File: config.mk
export PLATFORM = sky130hd
export DESIGN_NAME = xcpt_entry_seq
export DESIGN_NICKNAME = d
export VERILOG_FILES = /design/src/rtl/xcpt_pkg.sv /design/src/rtl/xcpt_fsm.sv /design/src/rtl/xcpt_capture.sv /design/src/rtl/xcpt_order_mon.sv /design/src/rtl/xcpt_entry_seq.sv
export SDC_FILE = /design/constraint.sdc
export NUM_CORES = 1
export LEC_CHECK = 0
export BUFFER_PORTS_ARGS = -buffer_cell sky130_fd_sc_hd__clkbuf_2
export CAP_MARGIN = 5
export CORE_AREA = 2 2 168 170
export DETAILED_ROUTE_END_ITERATION = 10
export DIE_AREA = 0 0 170 172
export PLACE_DENSITY = 0.75
export SLEW_MARGIN = 20
export SYNTH_ARGS = -nofsm -noshare
export SYNTH_HDL_FRONTEND = slang
export SYNTH_HIERARCHICAL = 1
export SYNTH_SLANG_ARGS = --single-unit
File: constraint.sdc
create_clock -name clk -period 2.1 [get_ports clk]
set_input_delay 0.42 -clock clk [delete_from_list [all_inputs] [get_ports clk]]
set_output_delay 0.42 -clock clk [all_outputs]
set_load 0.05 [all_outputs]
File: src/rtl/xcpt_pkg.sv
package xcpt_pkg;
    typedef enum logic [1:0] {
        ST_IDLE     = 2'd0,
        ST_COMMIT   = 2'd1,
        ST_REDIRECT = 2'd2,
        ST_RETURN   = 2'd3
    } seq_state_e;

    localparam int DEF_AW      = 32;
    localparam int DEF_SW      = 32;
    localparam int DEF_ECW     = 12;
    localparam int DEF_VPN_LSB = 10;
    localparam int DEF_MD_BIT  = 30;
    localparam int DEF_RB_BIT  = 29;
    localparam int DEF_BL_BIT  = 28;
    localparam int DEF_MIN_GAP = 2;
endpackage

File: src/rtl/xcpt_fsm.sv
module xcpt_fsm
    import xcpt_pkg::*;
(
    input  logic       clk,
    input  logic       rst_n,
    input  logic       flt_valid,
    input  logic       bl_set,
    input  logic       rte_req,
    output seq_state_e state,
    output logic       accept,
    output logic       take_rte,
    output logic       nest_q
);
    seq_state_e nxt;

    always_comb begin
        accept   = (state == ST_IDLE) && flt_valid && !bl_set;
        take_rte = (state == ST_IDLE) && rte_req && !flt_valid;
    end

    always_comb begin
        nxt = state;
        unique case (state)
            ST_IDLE: begin
                if (accept)        nxt = ST_COMMIT;
                else if (take_rte) nxt = ST_RETURN;
            end
            ST_COMMIT:   nxt = ST_REDIRECT;
            ST_REDIRECT: nxt = ST_IDLE;
            ST_RETURN:   nxt = ST_IDLE;
            default:     nxt = ST_IDLE;
        endcase
    end

    always_ff @(posedge clk) begin
        if (!rst_n) begin
            state  <= ST_IDLE;
            nest_q <= 1'b0;
        end else begin
            state  <= nxt;
            nest_q <= flt_valid && !accept;
        end
    end


    accept_to_commit_chk: assert property (@(posedge clk) disable iff (!rst_n)
        accept |=> state == ST_COMMIT);

    commit_to_redirect_chk: assert property (@(posedge clk) disable iff (!rst_n)
        state == ST_COMMIT |=> state == ST_REDIRECT);

    fault_over_return_chk: assert property (@(posedge clk) disable iff (!rst_n)
        (state == ST_IDLE && flt_valid && rte_req) |=> state != ST_RETURN);
endmodule

File: src/rtl/xcpt_capture.sv
module xcpt_capture #(
    parameter int AW = 32,
    parameter int SW = 32
) (
    input  logic          clk,
    input  logic          rst_n,
    input  logic          accept,
    input  logic          take_rte,
    input  logic [AW-1:0] flt_vaddr,
    input  logic [AW-1:0] cur_pc,
    input  logic          in_dslot,
    input  logic [AW-1:0] br_pc,
    input  logic [SW-1:0] sr_cur,
    input  logic [AW-1:0] vbr_cur,
    input  logic [SW-1:0] ssr_cur,
    input  logic [AW-1:0] spc_cur,
    output logic [AW-1:0] cap_addr,
    output logic [AW-1:0] cap_spc,
    output logic [SW-1:0] cap_sr,
    output logic [AW-1:0] cap_vbr,
    output logic [SW-1:0] ret_sr,
    output logic [AW-1:0] ret_pc
);
    logic [AW-1:0] pc_pick;

    always_comb pc_pick = in_dslot ? br_pc : cur_pc;

    always_ff @(posedge clk) begin
        if (!rst_n) begin
            cap_addr <= '0;
            cap_spc  <= '0;
            cap_sr   <= '0;
            cap_vbr  <= '0;
            ret_sr   <= '0;
            ret_pc   <= '0;
        end else begin
            if (accept) begin
                cap_addr <= flt_vaddr;
                cap_spc  <= pc_pick;
                cap_sr   <= sr_cur;
                cap_vbr  <= vbr_cur;
            end
            if (take_rte) begin
                ret_sr <= ssr_cur;
                ret_pc <= spc_cur;
            end
        end
    end


    spc_pick_chk: assert property (@(posedge clk) disable iff (!rst_n)
        (accept && in_dslot) |=> cap_spc == $past(br_pc));
endmodule

File: src/rtl/xcpt_order_mon.sv
module xcpt_order_mon #(
    parameter int MIN_GAP = 2
) (
    input  logic clk,
    input  logic rst_n,
    input  logic tlb_load,
    input  logic insn_retire,
    input  logic take_rte,
    output logic order_err
);
    localparam int CW = $clog2(MIN_GAP + 1);
    localparam logic [CW-1:0] GAP_C = CW'(MIN_GAP);

    logic [CW-1:0] gap_cnt;

    always_ff @(posedge clk) begin
        if (!rst_n) begin
            gap_cnt   <= GAP_C;
            order_err <= 1'b0;
        end else begin
            if (tlb_load)
                gap_cnt <= '0;
            else if (insn_retire && gap_cnt < GAP_C)
                gap_cnt <= gap_cnt + 1'b1;
            order_err <= take_rte && (gap_cnt < GAP_C);
        end
    end


    order_err_src_chk: assert property (@(posedge clk) disable iff (!rst_n)
        order_err |-> $past(take_rte));

    order_err_clear_chk: assert property (@(posedge clk) disable iff (!rst_n)
        (take_rte && gap_cnt == GAP_C) |=> !order_err);
endmodule

File: src/rtl/xcpt_entry_seq.sv
module xcpt_entry_seq
    import xcpt_pkg::*;
#(
    parameter int          AW      = DEF_AW,
    parameter int          SW      = DEF_SW,
    parameter int          ECW     = DEF_ECW,
    parameter int          VPN_LSB = DEF_VPN_LSB,
    parameter int          MD_BIT  = DEF_MD_BIT,
    parameter int          RB_BIT  = DEF_RB_BIT,
    parameter int          BL_BIT  = DEF_BL_BIT,
    parameter int          MIN_GAP = DEF_MIN_GAP,
    parameter logic [11:0] EC_CODE = 12'h080,
    parameter logic [31:0] VEC_OFF = 32'h0000_0100
) (
    input  logic                clk,
    input  logic                rst_n,
    input  logic                flt_valid,
    input  logic [AW-1:0]       flt_vaddr,
    input  logic [AW-1:0]       cur_pc,
    input  logic                in_dslot,
    input  logic [AW-1:0]       br_pc,
    input  logic [SW-1:0]       sr_cur,
    input  logic [SW-1:0]       ssr_cur,
    input  logic [AW-1:0]       spc_cur,
    input  logic [AW-1:0]       vbr_cur,
    input  logic                rte_req,
    input  logic                tlb_load,
    input  logic                insn_retire,
    output logic                th_we,
    output logic [AW-VPN_LSB-1:0] th_vpn,
    output logic                fa_we,
    output logic [AW-1:0]       fa_data,
    output logic                ec_we,
    output logic [ECW-1:0]      ec_data,
    output logic                spc_we,
    output logic [AW-1:0]       spc_data,
    output logic                ssr_we,
    output logic [SW-1:0]       ssr_data,
    output logic                sr_we,
    output logic [SW-1:0]       sr_data,
    output logic                fetch_we,
    output logic [AW-1:0]       fetch_pc,
    output logic                nest_err,
    output logic                order_err
);
    localparam logic [SW-1:0] FORCE_MASK =
        (SW'(1) << MD_BIT) | (SW'(1) << RB_BIT) | (SW'(1) << BL_BIT);
    localparam logic [AW-1:0] VEC_C = AW'(VEC_OFF);

    seq_state_e    state;
    logic          accept, take_rte, nest_q;
    logic [AW-1:0] cap_addr, cap_spc, cap_vbr, ret_pc;
    logic [SW-1:0] cap_sr, ret_sr;

    xcpt_fsm u_fsm (
        .clk      (clk),
        .rst_n    (rst_n),
        .flt_valid(flt_valid),
        .bl_set   (sr_cur[BL_BIT]),
        .rte_req  (rte_req),
        .state    (state),
        .accept   (accept),
        .take_rte (take_rte),
        .nest_q   (nest_q)
    );

    xcpt_capture #(.AW(AW), .SW(SW)) u_cap (
        .clk      (clk),
        .rst_n    (rst_n),
        .accept   (accept),
        .take_rte (take_rte),
        .flt_vaddr(flt_vaddr),
        .cur_pc   (cur_pc),
        .in_dslot (in_dslot),
        .br_pc    (br_pc),
        .sr_cur   (sr_cur),
        .vbr_cur  (vbr_cur),
        .ssr_cur  (ssr_cur),
        .spc_cur  (spc_cur),
        .cap_addr (cap_addr),
        .cap_spc  (cap_spc),
        .cap_sr   (cap_sr),
        .cap_vbr  (cap_vbr),
        .ret_sr   (ret_sr),
        .ret_pc   (ret_pc)
    );

    xcpt_order_mon #(.MIN_GAP(MIN_GAP)) u_ord (
        .clk        (clk),
        .rst_n      (rst_n),
        .tlb_load   (tlb_load),
        .insn_retire(insn_retire),
        .take_rte   (take_rte),
        .order_err  (order_err)
    );

    always_comb begin
        th_we    = 1'b0;
        th_vpn   = '0;
        fa_we    = 1'b0;
        fa_data  = '0;
        ec_we    = 1'b0;
        ec_data  = '0;
        spc_we   = 1'b0;
        spc_data = '0;
        ssr_we   = 1'b0;
        ssr_data = '0;
        sr_we    = 1'b0;
        sr_data  = '0;
        fetch_we = 1'b0;
        fetch_pc = '0;
        nest_err = nest_q;
        unique case (state)
            ST_IDLE: ;
            ST_COMMIT: begin
                th_we    = 1'b1;
                th_vpn   = cap_addr[AW-1:VPN_LSB];
                fa_we    = 1'b1;
                fa_data  = cap_addr;
                ec_we    = 1'b1;
                ec_data  = ECW'(EC_CODE);
                spc_we   = 1'b1;
                spc_data = cap_spc;
                ssr_we   = 1'b1;
                ssr_data = cap_sr;
                sr_we    = 1'b1;
                sr_data  = cap_sr | FORCE_MASK;
            end
            ST_REDIRECT: begin
                fetch_we = 1'b1;
                fetch_pc = cap_vbr + VEC_C;
            end
            ST_RETURN: begin
                sr_we    = 1'b1;
                sr_data  = ret_sr;
                fetch_we = 1'b1;
                fetch_pc = ret_pc;
            end
            default: ;
        endcase
    end


    commit_once_chk: assert property (@(posedge clk) disable iff (!rst_n)
        ec_we |=> !ec_we && !fa_we && !th_we);

    fa_value_chk: assert property (@(posedge clk) disable iff (!rst_n)
        (flt_valid && state == ST_IDLE && !sr_cur[BL_BIT]) |=> fa_data == $past(flt_vaddr));

    ssr_value_chk: assert property (@(posedge clk) disable iff (!rst_n)
        (flt_valid && state == ST_IDLE && !sr_cur[BL_BIT]) |=> ssr_data == $past(sr_cur));

    redirect_follows_chk: assert property (@(posedge clk) disable iff (!rst_n)
        ec_we |=> fetch_we && !sr_we);

    nest_refuse_chk: assert property (@(posedge clk) disable iff (!rst_n)
        (flt_valid && sr_cur[BL_BIT] && state == ST_IDLE) |=> nest_err && !ec_we);

    restore_pair_chk: assert property (@(posedge clk) disable iff (!rst_n)
        (rte_req && !flt_valid && state == ST_IDLE) |=> sr_we && fetch_we && !ssr_we);
endmodule

After elaboration in Yosys (flattened, before gate mapping)
Index checks and enable logic that the tools add are counted.
{"block": "word_totals", "ff_bits": 198, "latch_bits": 0, "ram_bits": 0, "romBits": 0, "input_bits": 231, "output_inout_bits": 203, "elab_cells": 50, "n_memories": 0}
{"block": "op_classes", "addsub": 2, "multipliers": 0, "n_div": 0, "order_cmp": 1, "n_eq_ne": 4, "shifts": 0, "n_mux": 16, "bitwise": 1, "reduce_logical": 15}
{"cell": "$mux W32", "count": 4}
{"cell": "$pmux W32 S2", "count": 2}
{"cell": "$add A32 B9 Y32 const B", "count": 1}
{"cell": "$mux W22", "count": 1}
{"cell": "$mux W2", "count": 4}
{"cell": "$mux W8", "count": 1}
{"cell": "$logic_and A1 B1 Y1", "count": 7}
{"cell": "$pmux W2 S3", "count": 1}
{"cell": "$reduce_or A2 Y1", "count": 3}
{"cell": "$eq A2 B2 Y1 const B", "count": 2}
{"cell": "$logic_not A1 Y1", "count": 3}
{"cell": "$mux W1", "count": 3}
{"cell": "$ne A3 B1 Y1 const B", "count": 1}
{"cell": "$add A2 B1 Y2 const B", "count": 1}
{"cell": "$eq A2 B1 Y1 const B", "count": 1}
{"cell": "$logic_not A2 Y1", "count": 1}
{"cell": "$lt A2 B2 Y1 const B", "count": 1}
{"cell": "$reduce_bool A2 Y1", "count": 1}
{"cell": "$not A1 Y1", "count": 1}

Logic depth before layout (Yosys ltp)
Gate-level depths: netlist of the first run.
{"block": "logic_depth", "ltp_word": 6, "ltp_mapped": 7, "depth_no_buf": 5}

By module
The synthesis of the first run kept the hierarchy.
{"module": "xcpt_capture", "n_inst": 1, "cells_each": 658, "area_per_inst_um2": 7422.1, "seq_area_each_um2": 3843.7}
{"module": "xcpt_entry_seq", "n_inst": 1, "cells_each": 385, "area_per_inst_um2": 2496.1, "seq_area_each_um2": 0.0}
{"module": "xcpt_fsm", "n_inst": 1, "cells_each": 12, "area_per_inst_um2": 142.6, "seq_area_each_um2": 60.1}
{"module": "xcpt_order_mon", "n_inst": 1, "cells_each": 10, "area_per_inst_um2": 107.6, "seq_area_each_um2": 60.1}

Worst setup path before layout of the first run
Ideal clock, no wire load.
{"block": "synth_path", "path_type": "flip-flop to output port", "startpoint": "reg u_fsm.state[1]", "endpoint": "out fetch_pc[23]", "t_arrival_ns": 2.440, "required_time_ns": 1.680, "path_slack_ns": -0.760, "path_stages_with_launch": 6, "n_path_buf": 3, "cell_sequence": "dfxtp_1 buf_2 buf_2 clkbuf_1 o21ai_0 nor3b_1"}
{"block": "synth_between", "elab_chain_cells": 2, "word_cells_on_any_way": 3, "cone_classes": "eq/ne: 2; mux: 1"}
{"item": "from (decl)", "line": "xcpt_fsm.sv:9", "source": "output seq_state_e state,"}
{"item": "from (signal assigned)", "line": "xcpt_fsm.sv:40", "source": "state <= nxt;"}
{"item": "$eq A2 B2 Y1", "line": "xcpt_entry_seq.sv:113", "source": "unique case (state)"}
{"item": "$pmux W32 S2 (*)", "line": "xcpt_entry_seq.sv:113"}
{"item": "to (decl)", "line": "xcpt_entry_seq.sv:42", "source": "output logic [AW-1:0] fetch_pc,"}
Mark *: on every way between the ends. The rest lies on a longest branch, timed or not.

Worst setup path after layout of the first run
{"block": "layout_path", "startpoint": "reg u_cap.cap_vbr[8]", "endpoint": "out fetch_pc[21]"}
{"block": "layout_between", "elab_chain_cells": 2}
{"item": "from (decl)", "line": "xcpt_capture.sv:20", "source": "output logic [AW-1:0] cap_vbr,"}
{"item": "from (signal assigned)", "line": "xcpt_capture.sv:41", "source": "cap_vbr <= vbr_cur;"}
{"item": "$add A32 B9 Y32", "line": "xcpt_entry_seq.sv:131", "source": "fetch_pc = cap_vbr + VEC_C;"}
{"item": "$pmux W32 S2", "line": "xcpt_entry_seq.sv:113"}
No other way between the ends.

==> results of run 1 <==
-- Yosys cell counts (all sizes together), types with 2 or more instances --
cell / count / area share, %
a211oi: 2 / 0.15
a21boi: 2 / 0.15
a21oi: 44 / 2.2
a2bb2oi: 2 / 0.17
a32oi: 2 / 0.17
and2: 100 / 6.2
buf: 75 / 5.7
clkbuf: 42 / 1.6
dfxtp: 198 / 39
inv: 10 / 0.37
mux2i: 230 / 23
nand2: 23 / 0.85
nand2b: 3 / 0.26
nand3: 12 / 0.71
nand4: 8 / 0.82
nor2: 25 / 0.92
nor2b: 187 / 12
nor3: 7 / 0.34
nor3b: 3 / 0.27
nor4: 6 / 0.66
o211ai: 5 / 0.37
o21ai: 49 / 2.4
or3: 4 / 0.25
or4: 2 / 0.15
xnor2: 11 / 0.95
xor2: 2 / 0.17
-- power groups by stage --
| stage | Combinational [mW] | Sequential [mW] | Clock [mW] |
|---|---|---|---|
| after global placement | 1.69 | 4.17 | 0 |
| after CTS | 2.25 | 4.10 | 3.35 |
| after detailed placement | 1.72 | 4.18 | 0 |
| after global routing | 2.65 | 4.16 | 3.50 |
| final | 2.54 | 4.13 | 3.32 |
| after floorplan | 1.15 | 4.15 | 0 |
-- logic make-up (layout without fill, tap and decap cells) --
logic type / Yosys count / count (layout) / share of synthesized area, %
XOR/XNOR: 13 / 13 / 1.12
adder cells (fa/ha/maj): 1 / 1 / 0.123
flip-flops: 198 / 198 / 39.0
multiplexers: 231 / 231 / 22.8
AO/OA/AOI/OAI: 110 / 110 / 6.14
AND/OR/NAND/NOR: 384 / 384 / 23.2
buffers and inverters: 127 / 616 / 7.62
other: 1 / 12 / 0.0369
-- layout make-up --
type	count	area [sq um]
tap	346	433
multi-input combinational	750	6560
clock buffer	19	443
fill	1805	8860
inverter	10	50.0
sequential	198	4010
clock inverter	13	130
timing repair buffer	574	6980
antenna	1	2.50
-- final timing paths --
check	from	end	depth (start not counted)
hold / removal	tlb_load	u_ord/gap_cnt[0]	2
setup reg to reg	u_fsm/state[1]	u_cap/ret_pc[16]	8
setup / recovery	u_cap/cap_vbr[8]	fetch_pc[21]	7
hold reg to reg	u_ord/gap_cnt[1]	u_ord/order_err	1
-- cells in the final DEF, fill, tap and decap left out, types with 33 or more instances in the layout --
cell type and n:
buf_4 67, buf_8 52, and2_4 99, clkbuf_2 233, mux2i_1 204, clkbuf_16 97, a21oi_1 33, o21ai_0 41
dfxtp_1 179, buf_6 41, buf_12 80, nor2b_1 167
-- flip-flops by register name, summed over array words and instances, names as in the netlist --
| signal | flops |
|---|---|
| u_cap/ret_sr | 32 |
| u_cap/cap_spc | 32 |
| u_cap/cap_addr | 32 |
| u_fsm/state | 2 |
| u_ord/order_err | 1 |
| u_fsm/nest_q | 1 |
| u_cap/cap_vbr | 32 |
| u_cap/ret_pc | 32 |
| u_cap/cap_sr | 32 |
| u_ord/gap_cnt | 2 |
-- routing by layer --
metal | vias up | GRT usage [%] | part of all wire (%)
met2 | 480 | 46.3 | 50
met5 | - | 0 | 0
met1 | 4847 | 30.0 | 39
met4 | 0 | 11.4 | 4.9
li1 | 4521 | - | -
met3 | 138 | 6.59 | 6.0
-- per-stage QoR --
| step | power (mW) | cells | setup TNS, ps |
|---|---|---|---|
| floorplan | 5.31 | 1075 | -3330 |
| global placement | 5.86 | 1800 | -150 |
| detailed placement | 5.90 | 1800 | -371 |
| CTS | 9.69 | 1883 | -52350 |
| global route | 10.3 | 1910 | -42690 |
| finish | 9.99 | 1911 | -30810 |
-- repair_timing --
| action | in CTS | in global routing |
|---|---|---|
| setup endpoints to repair | 176 | 333 |
| buffers inserted | 32 | 38 |
| cloned | 20 | 8 |
| pin swaps | 61 | 50 |
| resized for setup | 496 | 286 |
==> impl_metrics.py, run 1 <==
metrics = {
    "detailed_routing": {
        "route.detailed.drc": 0,
        "firstDrtPassIters": 5,
        "viasPerCell": 5.23,
        "dr.first_iter.drc_count": 641,
        "ant_nets": 0,
        "wl_per_cell_microns": 22.8,
        "num_vias": 9986,
        "drt-total-wl_microns": 43700,
    },
    "die": {
        "die_h_microns": 172,
        "initial_core_util_pct": 37.0,
        "die_area_sq_um": 29200,
        "core_sq_um": 27500,
        "core.rowCount": 61,
        "io_pins": 434,
        "die_w_microns": 170,
    },
    "job": {
        "max-cap-violations": 0,
    },
    "timing": {
        "tightest_slew_ps": 566,
        "fin_ws_ps": -460,
        "fin_crit_sh_pct": 122,
        "slew_viol_final": 0,
        "grt_setup_unrepaired": "true",
        "hold_slack_ps": 185,
        "slew_headroom_pct": 62.3,
        "setup_viol": 171,
        "fin_skew_ps": 17.1,
        "max_freq_mhz": 391,
        "hold_viol_final": 0,
        "finalCriticalPeriod_ps": 2560,
    },
    "power_and_ir_drop": {
        "combPwrFrac_pct": 25.4,
        "pwr-share-seq_pct": 41.4,
        "pwr-share-clk_pct": 33.2,
        "power.internal_mw": 6.86,
        "netSwitchingPower_mw": 3.13,
        "p_per_area_nw_per_um2": 537,
        "swShare_pct": 31.3,
        "vdd_drop_max_uv": 497,
        "p_leak_nw": 7.58,
    },
    "placed_design": {
        "gp_congestion": 0.879,
        "dp_hpwl_microns": 23400,
        "pre_cts_ws_ps": -135,
        "portBuffers": 422,
        "placement.cell_area_sq_um": 13700,
    },
    "setup_path": {
        "cp.buffers_inverters": 3,
        "crit_family": "simple AND/OR/NAND/NOR gates",
        "end_kind": "primary output",
        "cp.required_ps": 1680,
        "cp.arrival_ps": 2140,
        "reg2reg_setup_slack_ps": 70,
        "slowest_stage": "or4_4",
        "startpoint_type": "flop",
        "critPathMaxFanout": 4,
        "max_stage_delay_ps": 480,
        "cp_cell_sequence": "buf_6 > nand4_4 > or4_4 > nor3b_2 > buf_4 > a211oi_4 > buf_12",
        "path_class": "reg -> out",
    },
    "cts": {
        "clock_latency_ps": 440,
        "cts_tree": "done",
        "cts_sinks": 198,
        "cts-root-buf": "clkbuf_16",
        "clockBufferDepth": 2,
        "cts-htree-levels": 4,
        "cts_buffers": 17,
        "holdBufCountCts": 0,
        "path_clk_slew_ps": 90,
    },
    "outcome": {
        "violations": "negative setup slack",
        "run_status": "complete, but fails checks",
    },
    "final_layout": {
        "drive_above_1_share_pct": 54.3,
        "area_growth_syn_to_layout_pct": 83.0,
        "design_area_sq_um": 18600,
        "fin_util_pct": 67.7,
        "finalNetCount": 1783,
    },
    "synth": {
        "synth-edff-count": 0,
        "synth.avg_cell_area_sq_um": 9.55,
        "synthFlopType": "dfxtp_1",
        "syn-cell-area_sq_um": 10200,
        "async_reset_ff_share_pct": 0,
        "ys_types": 49,
        "synth-warning-count": 6,
        "syn_inst": 1065,
        "ys_ff_latch": 198,
        "synth_seq_area_share_pct": 39.0,
    },
    "global_route": {
        "grt_overflow": 0,
        "grt_pass1_vias": 10011,
        "antenna_found_initial": 0,
        "grt_pass1_wl_microns": 57900,
        "grt_max_degree": 101,
        "grtUsageTotal_pct": 26.2,
    },
    "min_path": {
        "hp-class": "in -> reg",
    },
}
(Power assumes the default switching activity.)
==> inputs of run 2 (changes only) <==
--- a/config.mk
+++ b/config.mk
@@ -7,11 +7,12 @@
 export LEC_CHECK = 0
 export BUFFER_PORTS_ARGS = -buffer_cell sky130_fd_sc_hd__clkbuf_2
 export CAP_MARGIN = 5
-export CORE_AREA = 2 2 168 170
+export CORE_ASPECT_RATIO = 0.6
+export CORE_MARGIN = 2
+export CORE_UTILIZATION = 45
 export DETAILED_ROUTE_END_ITERATION = 10
-export DIE_AREA = 0 0 170 172
-export PLACE_DENSITY = 0.75
-export SLEW_MARGIN = 20
+export PLACE_DENSITY = 0.86
+export SLEW_MARGIN = 0
 export SYNTH_ARGS = -nofsm -noshare
 export SYNTH_HDL_FRONTEND = slang
 export SYNTH_HIERARCHICAL = 1
==> impl_metrics.py, run 2 (synthesized netlist as in run 1, its figures left out) <==
metrics = {
    "outcome": {
        "run_status": "complete, but fails checks",
        "violations": "negative setup slack",
    },
    "placed_design": {
        "placement.cell_area_sq_um": 13700,
        "portBuffers": 422,
        "dp_hpwl_microns": 23500,
        "gp_congestion": 0.879,
    },
    "final_layout": {
        "area_growth_syn_to_layout_pct": 81.0,
        "finalNetCount": 1770,
        "layout_common_cells": "clkbuf_2 (232), mux2i_1 (197), dfxtp_1 (179)",
        "design_area_sq_um": 18400,
        "n_fill_cell": 1017,
        "final_common_cell": "clkbuf_2",
        "drive_above_1_share_pct": 54.3,
    },
    "detailed_routing": {
        "wl_per_cell_microns": 26.9,
        "met1Wirelength_microns": 18100,
        "routed-wl-met2_microns": 23400,
        "firstDrtPassIters": 8,
        "num_vias": 10765,
        "route.detailed.drc": 0,
        "dr_wl_met3_microns": 5050,
        "highest_layer": "met5",
        "viasPerCell": 5.77,
        "dr.first_iter.drc_count": 1054,
        "ant_nets": 0,
        "drt-total-wl_microns": 50300,
    },
    "cts": {
        "cts-htree-levels": 4,
        "clockBufferDepth": 2,
        "cts-root-buf": "clkbuf_16",
        "path_clk_slew_ps": 80,
        "cts_tree": "done",
        "cts_buffers": 17,
        "clock_latency_ps": 440,
        "cts_sinks": 198,
    },
    "power_and_ir_drop": {
        "p_per_area_nw_per_um2": 543,
        "vdd_drop_max_uv": 650,
        "power_mw": 10.0,
        "p_leak_nw": 7.46,
    },
    "setup_path": {
        "end_kind": "primary output",
        "critPathMaxFanout": 4,
        "cp.required_ps": 1680,
        "slowest_stage": "nor4_4",
        "crit_family": "simple AND/OR/NAND/NOR gates",
        "reg2reg_to": "u_cap/cap_sr[1]",
        "critical_path.most_common_cell": "buf_4",
        "startpoint_type": "flop",
        "max_stage_delay_ps": 420,
        "timing.rr.start": "u_fsm/state[1]",
        "rr_worst_depth": 10,
        "cp.arrival_ps": 2240,
        "cp.depth": 7,
        "cp_cell_sequence": "buf_4 > nand4_1 > nor4_4 > buf_4 > nand2_2 > o211ai_1 > clkbuf_16",
        "path_class": "reg -> out",
        "reg2reg_setup_slack_ps": -110,
        "cp.buffers_inverters": 3,
    },
    "die": {
        "initial_core_util_pct": 46.0,
        "core.rowCount": 42,
        "die_w_microns": 198,
        "die_area_sq_um": 23900,
        "io_pins": 434,
        "die_h_microns": 120,
        "core_sq_um": 22100,
    },
    "global_route": {
        "antenna_found_initial": 5,
        "grt_max_degree": 59,
        "grt_pass1_wl_microns": 65400,
        "grt_overflow": 0,
        "grt_pass1_vias": 10748,
        "grtUsageTotal_pct": 36.6,
    },
    "timing": {
        "slew_viol_final": 0,
        "max_freq_mhz": 376,
        "fin_ws_ps": -556,
        "hold_viol_final": 0,
        "setup_viol": 192,
        "fin_skew_ps": 13.0,
        "grt_setup_unrepaired": "true",
        "finalCriticalPeriod_ps": 2660,
        "fin_crit_sh_pct": 126,
        "fin_setup_tns_ps": -30800,
        "hold_slack_ps": 165,
    },
    "min_path": {
        "hp-class": "in -> reg",
        "min_path_cells": 2,
        "min_from": "tlb_load",
        "whs_endpoint": "u_ord/gap_cnt[0]",
    },
    "job": {
        "max-cap-violations": 0,
    },
}
==> run 2: layout make-up <==
| class | instances | area (sq um) | share of cell area, % |
|---|---|---|---|
| clock buffers | 18 | 439 | 2.39 |
| well taps | 308 | 385 | 2.09 |
| clock inverters | 14 | 116 | 0.632 |
| repair buffers | 561 | 6830 | 37.1 |
| flip-flops and latches | 198 | 4010 | 21.8 |
| multi-input cells | 750 | 6570 | 35.7 |
| inverters | 10 | 45.0 | 0.245 |
| diodes | 6 | 15.0 | 0.0816 |
==> run 2: layer usage <==
layer / track usage (%) / vias up
li1: - / 4490
met1: 42.1 / 5152
met2: 62.5 / 835
met3: 11.3 / 284
met4: 17.1 / 4
met5: 0 / -
==> run 2: timing repair <==
| item | CTS | global route |
|---|---|---|
| buffers inserted | 44 | 25 |
| endpoints found under the setup margin | 182 | 305 |
| endpoints found under the hold margin | 0 | 0 |
| pin swaps | 82 | 26 |
| gates cloned | 18 | 9 |
| gates resized for setup | 550 | 201 |
| hold buffers | 0 | 0 |
==> run 2: metrics by stage <==
| step | setup slack [ps] | cells | util (%) |
|---|---|---|---|
| 2_1_floorplan | -257 | 1075 | - |
| 3_3_place_gp | -112 | 1750 | 61.7 |
| 3_5_place_dp | -147 | 1750 | 61.7 |
| 4_1_cts | -467 | 1843 | 80.4 |
| 5_1_grt | -1200 | 1862 | 83.2 |
| 6_report | -556 | 1865 | 83.2 |
==> run 2: report_power, final <==
| group | leakage (nW) | internal, mW | switching, mW |
|---|---|---|---|
| Clock | 0.268 | 1.59 | 1.69 |
| Sequential | 1.63 | 3.96 | 0.198 |
| Combinational | 5.57 | 1.24 | 1.33 |
| Total | 7.46 | 6.79 | 3.22 |
==> run 2: worst register-to-register path: cells and delay by family, from the launching register on <==
kind / cells / cell delay [ps]
buf+inv: 7 / 1100
flops: 1 / 380
mux: 1 / 280
simple gates: 2 / 320
==> run 2: how the worst max path moves through the flow <==
| stage | from | endpoint | slack (ps) |
|---|---|---|---|
| 2_1_floorplan | u_fsm/state[1] | sr_data[28] | -260 |
| 3_3_place_gp | u_cap/cap_vbr[9] | fetch_pc[20] | -110 |
| 3_5_place_dp | u_cap/cap_vbr[9] | fetch_pc[26] | -150 |
| 4_1_cts | u_cap/cap_vbr[8] | fetch_pc[26] | -470 |
| 5_1_grt | u_cap/cap_vbr[25] | fetch_pc[29] | -1200 |
| 6_report | u_cap/cap_vbr[18] | fetch_pc[28] | -560 |
